`src/rtl/dec_pkg.sv`:
```
package dec_pkg;

  typedef enum logic {
    PH_EXEC  = 1'b0,
    PH_STORE = 1'b1
  } phase_e;

  typedef enum logic [2:0] {
    FMT_ALU_REG,
    FMT_SHORT,
    FMT_FAR,
    FMT_COPY,
    FMT_ALU_IMM
  } fmt_e;

  localparam logic [2:0] RC_PORT  = 3'b000;
  localparam logic [2:0] RC_ACCU  = 3'b001;
  localparam logic [2:0] RC_FLAGS = 3'b101;
  localparam logic [2:0] RC_IDLE  = 3'b100;
  localparam logic [3:0] OP_PASSB = 4'b1000;

endpackage

```
`src/rtl/dec_phase_seq.sv`:
```
module dec_phase_seq
  import dec_pkg::*;
(
  input  logic   clk,
  input  logic   rst_n,
  input  logic   halt_i,
  output phase_e phase_o
);

  phase_e phase_q;
  phase_e phase_d;

  always_comb begin
    phase_d = phase_q;
    case (phase_q)
      PH_EXEC:  if (!halt_i) phase_d = PH_STORE;
      PH_STORE: phase_d = PH_EXEC;
      default:  phase_d = PH_EXEC;
    endcase
  end

  always_ff @(posedge clk or negedge rst_n) begin
    if (!rst_n) phase_q <= PH_EXEC;
    else        phase_q <= phase_d;
  end

  assign phase_o = phase_q;

endmodule

```
`src/rtl/dec_cond_eval.sv`:
```
module dec_cond_eval #(
  parameter int CW = 4
) (
  input  logic [CW-1:0] cond_i,
  input  logic [3:0]    flags_i,   // {Z,N,O,C}
  output logic          taken_o
);

  logic fc, fo, fn, fz;

  always_comb begin
    fc = flags_i[0];
    fo = flags_i[1];
    fn = flags_i[2];
    fz = flags_i[3];
    case (cond_i)
      4'd0:    taken_o = 1'b1;
      4'd1:    taken_o = fz;
      4'd2:    taken_o = !fz;
      4'd3:    taken_o = fo && !fz;
      4'd4:    taken_o = fo || fz;
      4'd5:    taken_o = !fo && !fz;
      4'd6:    taken_o = !fo || fz;
      4'd7:    taken_o = fc;
      4'd8:    taken_o = !fc;
      4'd9:    taken_o = !fn && !fz;
      4'd10:   taken_o = !fn || fz;
      4'd11:   taken_o = fn && !fz;
      4'd12:   taken_o = fn || fz;
      default: taken_o = 1'b0;
    endcase
  end

endmodule

```
`src/rtl/dec_field_decode.sv`:
```
module dec_field_decode
  import dec_pkg::*;
#(
  parameter int DW  = 6,
  parameter int RW  = 3,
  parameter int OPW = 4,
  parameter int IW  = 2 * DW
) (
  input  logic [IW-1:0]  instr_i,
  input  phase_e         phase_i,
  input  logic           taken_i,
  output logic [RW-1:0]  reg_sel_o,
  output logic           reg_en_o,
  output logic [OPW-1:0] alu_op_o,
  output logic           imm_bus_en_o,
  output logic           port_rd_o,
  output logic           port_wr_o,
  output logic           flags_wr_o,
  output logic           pcl_load_o,
  output logic           pch_load_o,
  output logic           pc_inc_o
);

  localparam int OP_LO = DW;
  localparam int OP_HI = DW + OPW - 1;
  localparam int DH_HI = DW + RW - 1;

  fmt_e          fmt;
  logic          store;
  logic          is_jump;
  logic [RW-1:0] src_f;
  logic [RW-1:0] dst_lo_f;
  logic [RW-1:0] dst_hi_f;

  always_comb begin
    case (instr_i[IW-1:IW-2])
      2'b00:   fmt = FMT_ALU_REG;
      2'b01:   fmt = FMT_SHORT;
      2'b10:   fmt = FMT_FAR;
      default: fmt = instr_i[IW-3] ? FMT_ALU_IMM : FMT_COPY;
    endcase
  end

  assign store    = (phase_i == PH_STORE);
  assign is_jump  = (fmt == FMT_SHORT) || (fmt == FMT_FAR);
  assign src_f    = instr_i[RW-1:0];
  assign dst_lo_f = instr_i[2*RW-1:RW];
  assign dst_hi_f = instr_i[DH_HI:DW];

  always_comb begin
    reg_sel_o    = RC_IDLE;
    reg_en_o     = 1'b0;
    alu_op_o     = OP_PASSB;
    imm_bus_en_o = 1'b0;
    port_rd_o    = 1'b0;
    port_wr_o    = 1'b0;
    flags_wr_o   = 1'b0;
    pcl_load_o   = 1'b0;
    pch_load_o   = 1'b0;
    pc_inc_o     = 1'b0;
    case (fmt)
      FMT_ALU_REG: begin
        alu_op_o   = instr_i[OP_HI:OP_LO];
        reg_en_o   = 1'b1;
        reg_sel_o  = store ? dst_lo_f : src_f;
        port_rd_o  = (src_f == RC_PORT);
        port_wr_o  = (dst_lo_f == RC_PORT);
        flags_wr_o = store && (dst_lo_f != RC_FLAGS);
      end
      FMT_COPY: begin
        imm_bus_en_o = !store;
        port_wr_o    = (dst_hi_f == RC_PORT);
        if (store) begin
          reg_sel_o = dst_hi_f;
          reg_en_o  = 1'b1;
        end
      end
      FMT_ALU_IMM: begin
        alu_op_o     = {1'b0, instr_i[DH_HI:DW]};
        imm_bus_en_o = !store;
        if (store) begin
          reg_sel_o  = RC_ACCU;
          reg_en_o   = 1'b1;
          flags_wr_o = 1'b1;
        end
      end
      default: begin
        imm_bus_en_o = !store;
      end
    endcase
    if (store) begin
      if (is_jump && taken_i) begin
        pcl_load_o = 1'b1;
        pch_load_o = (fmt == FMT_FAR);
      end else begin
        pc_inc_o = 1'b1;
      end
    end
  end

endmodule

```
`src/rtl/dec_pc_reg.sv`:
```
module dec_pc_reg #(
  parameter int DW = 6,
  parameter int PW = 2 * DW
) (
  input  logic          clk,
  input  logic          rst_n,
  input  logic          load_lo_i,
  input  logic          load_hi_i,
  input  logic          inc_i,
  input  logic [DW-1:0] lo_val_i,
  input  logic [DW-1:0] hi_val_i,
  output logic [PW-1:0] pc_o
);

  logic [DW-1:0] lo_q, hi_q, lo_d, hi_d;
  logic          pc_en;
  logic [PW-1:0] pc_plus;

  assign pc_plus = {hi_q, lo_q} + PW'(1);
  assign pc_en   = load_lo_i || inc_i;

  always_comb begin
    lo_d = lo_q;
    hi_d = hi_q;
    if (load_lo_i) begin
      lo_d = lo_val_i;
      if (load_hi_i) hi_d = hi_val_i;
    end else if (inc_i) begin
      {hi_d, lo_d} = pc_plus;
    end
  end

  always_ff @(posedge clk or negedge rst_n) begin
    if (!rst_n) begin
      lo_q <= '0;
      hi_q <= '0;
    end else if (pc_en) begin
      lo_q <= lo_d;
      hi_q <= hi_d;
    end
  end

  assign pc_o = {hi_q, lo_q};

endmodule

```
`src/rtl/twophase_decoder.sv`:
```
module twophase_decoder
  import dec_pkg::*;
#(
  parameter int DW  = 6,
  parameter int RW  = 3,
  parameter int OPW = 4,
  parameter int CW  = 4
) (
  input  logic              clk,
  input  logic              rst_n,
  input  logic [2*DW-1:0]   instr_i,
  input  logic [3:0]        cflags_i,
  input  logic              halt_i,
  input  logic [DW-1:0]     reg_e_i,
  output logic              phase_exec_o,
  output logic [RW-1:0]     reg_sel_o,
  output logic              reg_en_o,
  output logic [OPW-1:0]    alu_op_o,
  output logic [CW-1:0]     cond_o,
  output logic              cond_taken_o,
  output logic              imm_bus_en_o,
  output logic [DW-1:0]     imm_o,
  output logic              port_rd_o,
  output logic              port_wr_o,
  output logic              flags_wr_o,
  output logic              pcl_load_o,
  output logic              pch_load_o,
  output logic              pc_inc_o,
  output logic [2*DW-1:0]   pc_o
);

  localparam int IW = 2 * DW;

  logic [1:0] rst_sync_q;
  logic       rst_core_n;
  phase_e     phase;

  always_ff @(posedge clk or negedge rst_n) begin
    if (!rst_n) rst_sync_q <= 2'b00;
    else        rst_sync_q <= {rst_sync_q[0], 1'b1};
  end
  assign rst_core_n = rst_sync_q[1];

  dec_phase_seq u_seq (
    .clk    (clk),
    .rst_n  (rst_core_n),
    .halt_i (halt_i),
    .phase_o(phase)
  );

  assign cond_o = instr_i[DW+CW-1:DW];

  dec_cond_eval #(.CW(CW)) u_cond (
    .cond_i (cond_o),
    .flags_i(cflags_i),
    .taken_o(cond_taken_o)
  );

  dec_field_decode #(.DW(DW), .RW(RW), .OPW(OPW), .IW(IW)) u_dec (
    .instr_i     (instr_i),
    .phase_i     (phase),
    .taken_i     (cond_taken_o),
    .reg_sel_o   (reg_sel_o),
    .reg_en_o    (reg_en_o),
    .alu_op_o    (alu_op_o),
    .imm_bus_en_o(imm_bus_en_o),
    .port_rd_o   (port_rd_o),
    .port_wr_o   (port_wr_o),
    .flags_wr_o  (flags_wr_o),
    .pcl_load_o  (pcl_load_o),
    .pch_load_o  (pch_load_o),
    .pc_inc_o    (pc_inc_o)
  );

  assign imm_o = instr_i[DW-1:0];

  dec_pc_reg #(.DW(DW)) u_pc (
    .clk      (clk),
    .rst_n    (rst_core_n),
    .load_lo_i(pcl_load_o),
    .load_hi_i(pch_load_o),
    .inc_i    (pc_inc_o),
    .lo_val_i (imm_o),
    .hi_val_i (reg_e_i),
    .pc_o     (pc_o)
  );

  assign phase_exec_o = (phase == PH_EXEC);

endmodule

```
`config.mk`:
```
export PLATFORM = sky130hd
export DESIGN_NAME = twophase_decoder
export DESIGN_NICKNAME = d
export VERILOG_FILES = /design/src/rtl/dec_pkg.sv /design/src/rtl/dec_phase_seq.sv /design/src/rtl/dec_cond_eval.sv /design/src/rtl/dec_field_decode.sv /design/src/rtl/dec_pc_reg.sv /design/src/rtl/twophase_decoder.sv
export SDC_FILE = /design/constraint.sdc
export NUM_CORES = 1
export LEC_CHECK = 0
export ABC_AREA = 1
export BUFFER_PORTS_ARGS = -buffer_cell sky130_fd_sc_hd__buf_2
export CORE_UTILIZATION = 43
export DETAILED_ROUTE_END_ITERATION = 10
export PLACE_DENSITY = 0.76
export SETUP_SLACK_MARGIN = 0.1
export SLEW_MARGIN = 10
export SYNTH_ARGS = -nofsm -noshare
export SYNTH_HDL_FRONTEND = slang
export SYNTH_SLANG_ARGS = --single-unit
```
`constraint.sdc`:
```
create_clock -name clk -period 1.6 [get_ports clk]
set_clock_uncertainty 0.2 [all_clocks]
set_input_delay 0.32 -clock clk [delete_from_list [all_inputs] [get_ports clk]]
set_output_delay 0.32 -clock clk [all_outputs]
set_load 0.01 [all_outputs]
```
After elaboration in Yosys (flattened, before gate mapping)
Index checks and enable logic that the tools add are counted.
{ "totals": {"inputBits": 25, "latchBits": 0, "memories": 0, "romBits": 0, "register_bits": 15, "mem_bits_rw": 0} }
{ "op_classes": {"add_sub_neg": 1, "bitwise_logic": 1, "mul": 0, "order_cmp": 0, "reduce_logical": 27, "n_eq_ne": 20, "shifts": 0, "n_div": 0, "mux": 27} }
{ "op_table": {"columns": ["operator", "count"], "rows": [
  ["6-bit 2-to-1 mux", 5],
  ["4-bit equality test, second input constant", 5],
  ["3-bit one-hot mux with 3 select lines", 2],
  ["4-bit by 3-bit equality test with 1-bit output, second input constant", 4],
  ["1-bit one-hot mux with 13 select lines", 1],
  ["12-bit by 1-bit adder with 12-bit output, second input constant", 1],
  ["3-bit zero test", 4],
  ["3-bit 2-to-1 mux", 4],
  ["1-bit 2-to-1 mux", 10],
  ["4-bit by 2-bit equality test with 1-bit output, second input constant", 2],
  ["1-bit one-hot mux with 2 select lines", 4],
  ["4-bit one-hot mux with 2 select lines", 1],
  ["3-bit by 2-bit equality test with 1-bit output, second input constant", 2],
  ["1-bit logical AND", 6],
  ["1-bit logical OR", 6],
  ["1-bit zero test", 5],
  ["4-bit by 1-bit equality test with 1-bit output, second input constant", 1],
  ["4-bit zero test", 1],
  ["3-bit by 1-bit equality test with 1-bit output, second input constant", 1],
  ["3-bit equality test, second input constant", 1],
  ["3-bit inequality test, second input constant", 1],
  ["3-bit AND reduction", 1],
  ["2-bit by 1-bit equality test with 1-bit output, second input constant", 1],
  ["2-bit equality test, second input constant", 1],
  ["6 further kinds", 6]
]} }

Longest topological paths before layout
Gate-level depths: netlist of run 1.
{ "depth": {"ltp_word": 9, "mapped_depth": 14, "mapped_depth_nobuf": 14} }

By module
From an unflattened synthesis of run 1, not the netlist that was laid out.
{ "hier_totals": {"cells_unflattened": 239, "hier_area_um2": 1535.2} }
{ "modules_own_cells": {"columns": ["module", "cells_each", "area_per_inst_um2", "n_inst"], "rows": [
  ["dec_pc_reg", 117, 822.0, 1],
  ["dec_field_decode", 63, 379.1, 1],
  ["dec_cond_eval", 43, 172.7, 1],
  ["twophase_decoder", 14, 132.6, 1],
  ["dec_phase_seq", 2, 28.8, 1]
]} }

Worst setup path before layout of run 1
Ideal clock, no wire load.
{ "synth_path": {"kind": "register to output", "startpoint": "register u_seq.phase_q, in the netlist u_seq.phase_o", "endpoint": "output reg_sel_o[2]", "path_stages_with_launch": 7, "path_slack_ps": -316, "n_path_buf": 2, "t_arrival_ps": 1396, "required_ps": 1080, "path_cell_list": "dfrtp_1 buf_6 inv_2 clkbuf_1 o21ai_0 a221oi_1 o21ai_1"} }
{ "synth_between": {"elab_chain_cells": 2, "word_cells_on_any_way": 4, "classes_between": "mux: 4"} }
{ "synth_lines": {"columns": ["element", "line_no", "source"], "rows": [
  ["start: declaration", "dec_phase_seq.sv:10", "phase_e phase_q;"],
  ["start signal: assignment", "dec_phase_seq.sv:24", "else phase_q <= phase_d;"],
  ["3-bit 2-to-1 mux, on equally long branches", "dec_field_decode.sv:81, dec_field_decode.sv:65, dec_field_decode.sv:73", null],
  ["3-bit one-hot mux with 3 select lines (*)", "dec_field_decode.sv:61", "case (fmt)"],
  ["end: declaration", "twophase_decoder.sv:16", "output logic [RW-1:0] reg_sel_o,"]
]} }
Mark *: on every way between the ends. The rest lies on a longest branch, timed or not.

Worst setup path after layout of run 1
{ "layout_path": {"startpoint": "register u_seq.phase_q, in the netlist u_seq.phase_o", "endpoint": "output flags_wr_o"} }
{ "layout_between": {"elab_chain_cells": 2, "word_cells_on_any_way": 3, "classes_between": "mux: 2; reduce/logical: 1"} }
{ "layout_lines": {"columns": ["element", "line_no", "source"], "rows": [
  ["1-bit 2-to-1 mux / 1-bit logical AND (equally long branches)", "dec_field_decode.sv:81, dec_field_decode.sv:68", null],
  ["1-bit one-hot mux with 2 select lines (*)", "dec_field_decode.sv:61", null],
  ["end: declaration", "twophase_decoder.sv:25", "output logic flags_wr_o,"]
]} }
Marked as above.

==> results.md, run 1 <==
- Post-synth EDFFs: 0
- WS Path Type: register to output pin
- Die Y: 61.0 um
- Most common cell type on the critical path: buf_4
- All-Layer GR Usage: 27.2%
- Library cells used by synthesis: 38
- Period utilization: 126%
- First-pass DRT Iterations: 4
- Combinational Power Share: 65.5%
- P&R area growth vs syn: 92.2%
- Max Cap Viol: 0
- Fillers: 175
- Setup_tns: -3.60 ns
- Area of the die: 3720 sq um
- Cell Int Power: about 1500 uW
- Fraction of the mapped netlist area in simple logic gates: about half
- R2R Path Start: u_seq.phase_o
- Reg-to-reg slack, setup: -0.08 ns
- Initial Utilization: about 45%
- Initial antenna violation count: 0
- Num ports: 64
- CTS tree: built
- Clk slew on worst S/H paths: roughly 0.11 ns
- Final Max Tran Viols: 0
- Vias/cell: 5.16
- Placed insts: 341
- Dpl hpwl: approximately 3300 um
- Worst setup EP type: output pin
- Num rows: 21
- Synth top area share: roughly 25%
- Clk pwr share: a little under a tenth
- Unrepaired setup endpoints after global routing: yes
- CP Max Fanout: 5
- WP data arrival: ~1.5 ns
- Slew Limit Headroom: between 50% and 60%
- Combinational family with the most area after synthesis: simple AND/OR/NAND/NOR gates
- Run status: complete, but fails checks
- Final worst slack: -0.410 ns
- Multiplexer area fraction after synthesis: 0%
- Largest net degree at the start of global routing: 14
- Flops & latches, synth: 15
- Count leader, synth: nand2_1
- Final #Nets: roughly 360
- Power Density: between 900 and 1000 nW/um^2
- Routability cong.: 0.838
- Min Clock Period, post-route: 2.01 ns
- Mapped cell area: between 1000 and 1500 sq um
- Leakage power: around 0.0015 uW
- GRT overflow: 0
- Cell taking the most area after synthesis: dfrtp_1
- Post-Synthesis Cells: between 200 and 250
- Worst hold path type: register to asynchronous set/reset pin
- Clk_lat worst skew: 0.31 ns
- Port bufs: 63
- # diodes: 0
- Synth async-reset ratio: 100%
- Worst path slowest cell: dfrtp_1
- Synth Flop Type: dfrtp_1
- Startpoint Class: register
- Failing checks: negative setup slack
- Final Hold Fails: 0
- CTS sink cnt: 15
- Actual slew at the worst max-slew pin: between 0.6 and 0.7 ns
- Sequential fraction of the synthesis area: 25.1%
- VDD IR max: about 0.43 mV
- CP max stage delay: 0.42 ns
- Routed vias: 1944
- Cells along the critical path: inv_2 -> buf_4 -> buf_4 -> a211oi_2 -> buf_2
- Wire per inst: 15.5 um
- CP Data Required Time: roughly 1.1 ns
- Clock root cell: clkbuf_4
- Reg2Reg Depth: 10
- Adder-cell share of the synthesized area: less than 1%
- Residual DRC: 0
- Chip width: approximately 61 um
- Compound-gate portion of the synthesized area: ~6.4%
- FF-to-FF End: u_pc.hi_q[4]
- Number of global-route vias before repair: 1710
- Syn avg cell area: between 7 and 8 sq um
- Setup violators final: 21
- Routed WL: 5840 um
- Share of layout cells above drive strength 1: 68.3%
- Clock buffer count from CTS: 3
- Pre-CTS setup slack: -0.294 ns
- Max clock buf depth: 2
- Syn. warnings: 0
- Core area: between 3000 and 4000 sq um
- Commonest cells post-synth: nand2_1, dfrtp_1, nand3_1, nor2_1, inv_2
- Flop pwr share: between 20% and 30%
- H-tree depth: 1
- Post-synthesis xor/xnor area fraction: about 4.7%
- Syn_nets: between 200 and 250
- Global-route wire length before repair: approximately 7500 um
- Switching Fraction: 42.6%
- Synth top area cells: dfrtp_1, nand2_1, buf_4, nand3_1, nand2_2
- Layout Cells excl Fill: between 300 and 400
- Antenna Nets Post-Route: 0
- Switching pwr: 1130 uW
- Iter 0 DRT Violations: 90
- Fmax achieved: approximately 0.50 GHz
## kinds of logic (layout without fill, tap and decap cells)
family,after synthesis,count (layout)
DFF,15,15
xor gates and xnor gates,8,8
adders and majority gates,1,1
and+or+nand+nor,135,135
other,1,1
AOI/OAI and AO/OA,14,14
buffers and inverters,39,157
## metal layers
layer  GRT usage [%]  vias up  share of wire [%]
met1            31.4      921                 36
met5               0        -                  0
met2            50.1       89                 55
met3            1.49       23                4.5
met4            14.6        0                4.4
li1                -      911                  -
## area by class of cell
class | instances | area (sq um) | area share [%]
Tap cell | 46 | 57.6 | 2.00
Multi-Input combinational cell | 159 | 1200 | 41.7
Clock buffer | 3 | 22.5 | 0.783
Sequential cell | 15 | 379 | 13.2
Timing Repair Buffer | 129 | 1090 | 37.9
Clock inverter | 1 | 5.00 | 0.174
Inverter | 24 | 123 | 4.26
## per-stage QoR
step / hold slack, ns / total power [uW] / utilization, % / area [sq um]
after global routing: 0.0920 / 2830 / 86.2 / 2880
after floorplan: -0.176 / 1350 / - / 1620
after global placement: -0.0959 / 1810 / 63.4 / 2120
final: 0.0451 / 2660 / 86.2 / 2880
after CTS: 0.0546 / 2360 / 78.8 / 2630
after detailed placement: -0.0891 / 1830 / 63.4 / 2120
## what timing repair did
| action | 4_1_cts | 5_1_grt |
|---|---|---|
| endpoints found under the hold margin | 3 | 0 |
| hold buffers | 2 | 0 |
| setup endpoints to repair | 30 | 34 |
| buffers inserted | 21 | 15 |
| gates resized for setup | 86 | 38 |
| gates cloned | 0 | 1 |
| pin swaps | 32 | 18 |
## how the worst max path moves through the flow
stage	from	end	slack (ns)	cells past startpoint
2_1_floorplan	instr_i[9]	pc_inc_o	-0.10	11
3_3_place_gp	cflags_i[3]	pc_inc_o	-0.28	11
3_5_place_dp	cflags_i[3]	pc_inc_o	-0.29	11
4_1_cts	u_seq.phase_o	reg_sel_o[2]	-0.28	5
5_1_grt	u_seq.phase_o	flags_wr_o	-0.42	5
6_report	u_seq.phase_o	flags_wr_o	-0.41	5
## cells in the final DEF, fill, tap and decap left out, types with 2 or more instances in the layout
cell,instances
xor2_1,3
dfrtp_1,12
buf_12,4
dlygate4sd3_1,2
inv_4,3
nand2_2,29
buf_2,43
nor2_1,5
a21oi_2,2
buf_4,40
nand4_4,2
nand2_1,48
nand3_2,8
nand2_4,4
buf_6,36
xnor2_2,2
nand3b_1,3
nor2_4,9
nand4_1,6
xnor2_1,2
inv_1,8
dfrtp_2,3
buf_8,3
clkbuf_4,3
nand3_1,10
nand2_8,4
inv_2,10
nor2_2,2
o21ai_2,5
## power groups by stage
stage / Combinational [uW] / Clock [uW] / Sequential (uW)
floorplan: 619 / 0 / 733
global placement: 1160 / 0 / 642
detailed placement: 1180 / 0 / 646
CTS: 1470 / 236 / 656
global route: 1880 / 261 / 686
finish: 1740 / 246 / 672
## registers in the layout, indices dropped and copies added, names as in the netlist
signal / cells
rst_sync_q: 2
u_seq.phase_o: 1
u_pc.hi_q: 6
u_pc.lo_q: 6
## critical path: cells and delay by family (launching register included)
| kind | cells | cell delay [ns] |
|---|---|---|
| buf+inv | 4 | 0.56 |
| flops | 1 | 0.42 |
| compound gates | 1 | 0.20 |
Power figures use the tool's default switching activity.
==> run 2, diff against run 1 <==
--- a/config.mk
+++ b/config.mk
@@ -5,9 +5,8 @@
 export SDC_FILE = /design/constraint.sdc
 export NUM_CORES = 1
 export LEC_CHECK = 0
-export ABC_AREA = 1
 export BUFFER_PORTS_ARGS = -buffer_cell sky130_fd_sc_hd__buf_2
-export CORE_UTILIZATION = 43
+export CORE_UTILIZATION = 42
 export DETAILED_ROUTE_END_ITERATION = 10
 export PLACE_DENSITY = 0.76
 export SETUP_SLACK_MARGIN = 0.1
==> results.md, run 2 <==
- Run status: complete, but fails checks
- Failing checks: negative setup slack
- Antenna Nets Post-Route: 0
- Layout Cells excl Fill: 325
- Dpl hpwl: between 3000 and 4000 um
- Largest registers: u_pc.hi_q (6), u_pc.lo_q (6), rst_sync_q (2)
- Unrepaired setup endpoints after global routing: yes
- Final Hold Fails: 0
- Combinational Power Share: 61.7%
- Power Density: a little over 800 nW/um^2
- Worst path slowest cell: mux2_4
- Wire per inst: about 20 um
- Clk slew on worst S/H paths: 0.11 ns
- Multiplexer area fraction after synthesis: approximately a tenth
- GRT overflow: 0
- WP data arrival: 1.62 ns
- First-pass DRT Iterations: 4
- Post-synth EDFFs: 0
- Area of the die: between 3000 and 4000 sq um
- Initial Utilization: 44.8%
- Clk_lat worst skew: 0.31 ns
- Final Max Tran Viols: 0
- Num rows: 20
- Routed WL: between 6000 and 7000 um
- Sequential fraction of the synthesis area: around 27%
- Library cells used by synthesis: 50
- Sequential cell area: ~380 sq um
- Commonest non-fill, non-tap cell in the layout: buf_2
- Most frequent cells in the layout: buf_2, buf_4, buf_6, nor2_1, dfrtp_1
- Chip width: approximately 60 um
- Synth top area cells: dfrtp_1, mux2i_1, nor2_1, buf_4, a221oi_2
- Actual slew at the worst max-slew pin: just under 0.6 ns
- CTS tree: built
- Share of layout cells above drive strength 1: approximately 67%
- Residual DRC: 0
- Switching pwr: slightly below 900 uW
- Commonest cells post-synth: nor2_1, dfrtp_1, buf_4, mux2i_1, a21oi_1
- P&R area growth vs syn: 91.8%
- Buffers plus inverters on the worst setup path: 3
- Placed insts: roughly 300
- WS Path Type: primary input to output pin
- Final #Nets: 308
- VDD IR max: roughly 0.46 mV
- Placed Area: 2000 sq um
- Global-route wire length before repair: approximately 8800 um
- Cell Int Power: about 1300 uW
- Leakage power: approximately 0.0013 uW
- All-Layer GR Usage: about a third
- Synth async-reset ratio: 100%
- Fraction of the mapped netlist area in simple logic gates: between 20% and 30%
- Initial antenna violation count: 0
- Combinational family with the most area after synthesis: compound AO/OA/AOI/OAI gates
- Max clock buf depth: 2
- Slew Limit Headroom: 61.3%
- # diodes: 0
- Setup violators final: 25
- Num ports: 64
- Syn_nets: 190
- Clock buffer count from CTS: 3
- Fillers: between 150 and 200
- Flop pwr share: 27.3%
- Worst setup EP type: output pin
- Multi-input logic area: 1120 sq um
- CP Max Fanout: 5
- Adder-cell share of the synthesized area: less than 1%
- Synth top area share: a little over a quarter
- Clk pwr share: approximately 11%
- Number of global-route vias before repair: 1830
- Syn avg cell area: ~8.5 sq um
- CTS sink cnt: 15
- Cells along the critical path: buf_8 -> mux2_4 -> a21oi_4 -> o221ai_4 -> o211ai_4 -> inv_2 -> and3_4 -> buf_6
- Period utilization: 134%
- Final hold slack: between 0.02 and 0.025 ns
- Min Clock Period, post-route: roughly 2.1 ns
- Die Y: 59.5 um
- Post-synthesis xor/xnor area fraction: under 10%
- Switching Fraction: 41.6%
- Design area: around 2700 sq um
- Iter 0 DRT Violations: approximately 150
- Largest net degree at the start of global routing: 14
- CP Data Required Time: ~1.1 ns
- CP max stage delay: 0.31 ns
- Fmax achieved: 0.467 GHz
- Count leader, synth: nor2_1
- Startpoint Class: primary input
- CP top delay family: compound AO/OA/AOI/OAI gates
- Final worst slack: -0.542 ns
- H-tree depth: 1
- Synth Flop Type: dfrtp_1
- Compound-gate portion of the synthesized area: between 20 and 30%
- Core area: between 3000 and 4000 sq um
- Routed vias: approximately 1900
- Post-Synthesis Cells: roughly 160
- Flops & latches, synth: 15
- Mapped cell area: 1390 sq um
- Syn. warnings: 0
- Clock root cell: clkbuf_4
- Port bufs: 63
- Cell taking the most area after synthesis: dfrtp_1
- Vias/cell: 5.75
- Routability cong.: a little under 0.9
- Worst hold path type: register to asynchronous set/reset pin
- Max Cap Viol: 0
==> run 2: cell count changes after synthesis, sizes merged, moves of 5 or more <==
cell    change
mux2i      +12
a21oi       +9
nand3      -11
inv        -18
a221oi      +5
nor2        +9
nand2      -77
==> run 2: power groups by stage <==
stage	registers, uW	logic, uW	clock network, uW
floorplan	635	428	0
global placement	565	884	0
detailed placement	571	904	0
CTS	567	1080	234
global route	593	1400	253
finish	587	1330	236
==> run 2: cell type report <==
class,instances,share of cell area [%]
sequential,15,14.1
multi-input combinational,125,42.0
timing repair buffer,130,39.7
clock inverter,1,0.188
inverter,7,1.08
tap,44,2.06
clock buffer,3,0.845
==> run 2: worst paths after layout <==
kind / slack (ns) / end / startpoint / cells after the start
min reg2reg: 0.02 / u_pc.lo_q[3] / rst_sync_q[1] / 0
max in group asynchronous: 0.77 / u_seq.phase_o / rst_sync_q[1] / 0
min in group clk: 0.16 / rst_sync_q[1] / rst_sync_q[0] / 0
min: 0.02 / u_pc.lo_q[3] / rst_sync_q[1] / 0
max reg2reg: -0.25 / u_pc.hi_q[4] / u_seq.phase_o / 6
max: -0.54 / pch_load_o / instr_i[6] / 8
==> run 2: per-layer routing <==
layer	wire length (um)	track usage, %
met5	0	0
met4	350	18.3
met3	371	8.52
met2	3200	56.8
met1	2620	39.4
==> run 2: worst register-to-register path: cells and delay by family (launching register included) <==
family                 cells  cell delay (ns)
AOI/OAI and AO/OA          3             0.60
buffers and inverters      3             0.48
DFF                        1             0.47
==> run 2: cell families (layout without fill, tap and decap cells) <==
logic type	after synthesis	count (layout)
AO/OA/AOI/OAI	41	41
XOR/XNOR	3	3
adder cells (fa/ha/maj)	1	1
buffers and inverters	24	141
flip-flops	15	15
multiplexers	13	13
other	1	1
AND/OR/NAND/NOR	66	66
==> run 2: what timing repair did <==
| action | CTS | global route |
|---|---|---|
| pin swaps | 25 | 15 |
| gates resized for setup | 66 | 46 |
| hold buffers | 2 | 0 |
| gates cloned | 2 | 0 |
| setup endpoints to repair | 32 | 34 |
| hold endpoints to repair | 3 | 0 |
| setup buffers | 20 | 9 |
==> run 2: through the flow <==
stage | total power, uW | setup TNS, ns | setup WS, ns | util [%]
4_1_cts | 1880 | -6.29 | -0.516 | 80.3
2_1_floorplan | 1060 | -6.50 | -0.565 | -
6_report | 2150 | -7.23 | -0.542 | 85.9
3_5_place_dp | 1470 | -9.83 | -0.631 | 64.4
3_3_place_gp | 1450 | -9.03 | -0.580 | 64.4
5_1_grt | 2250 | -8.00 | -0.572 | 85.9
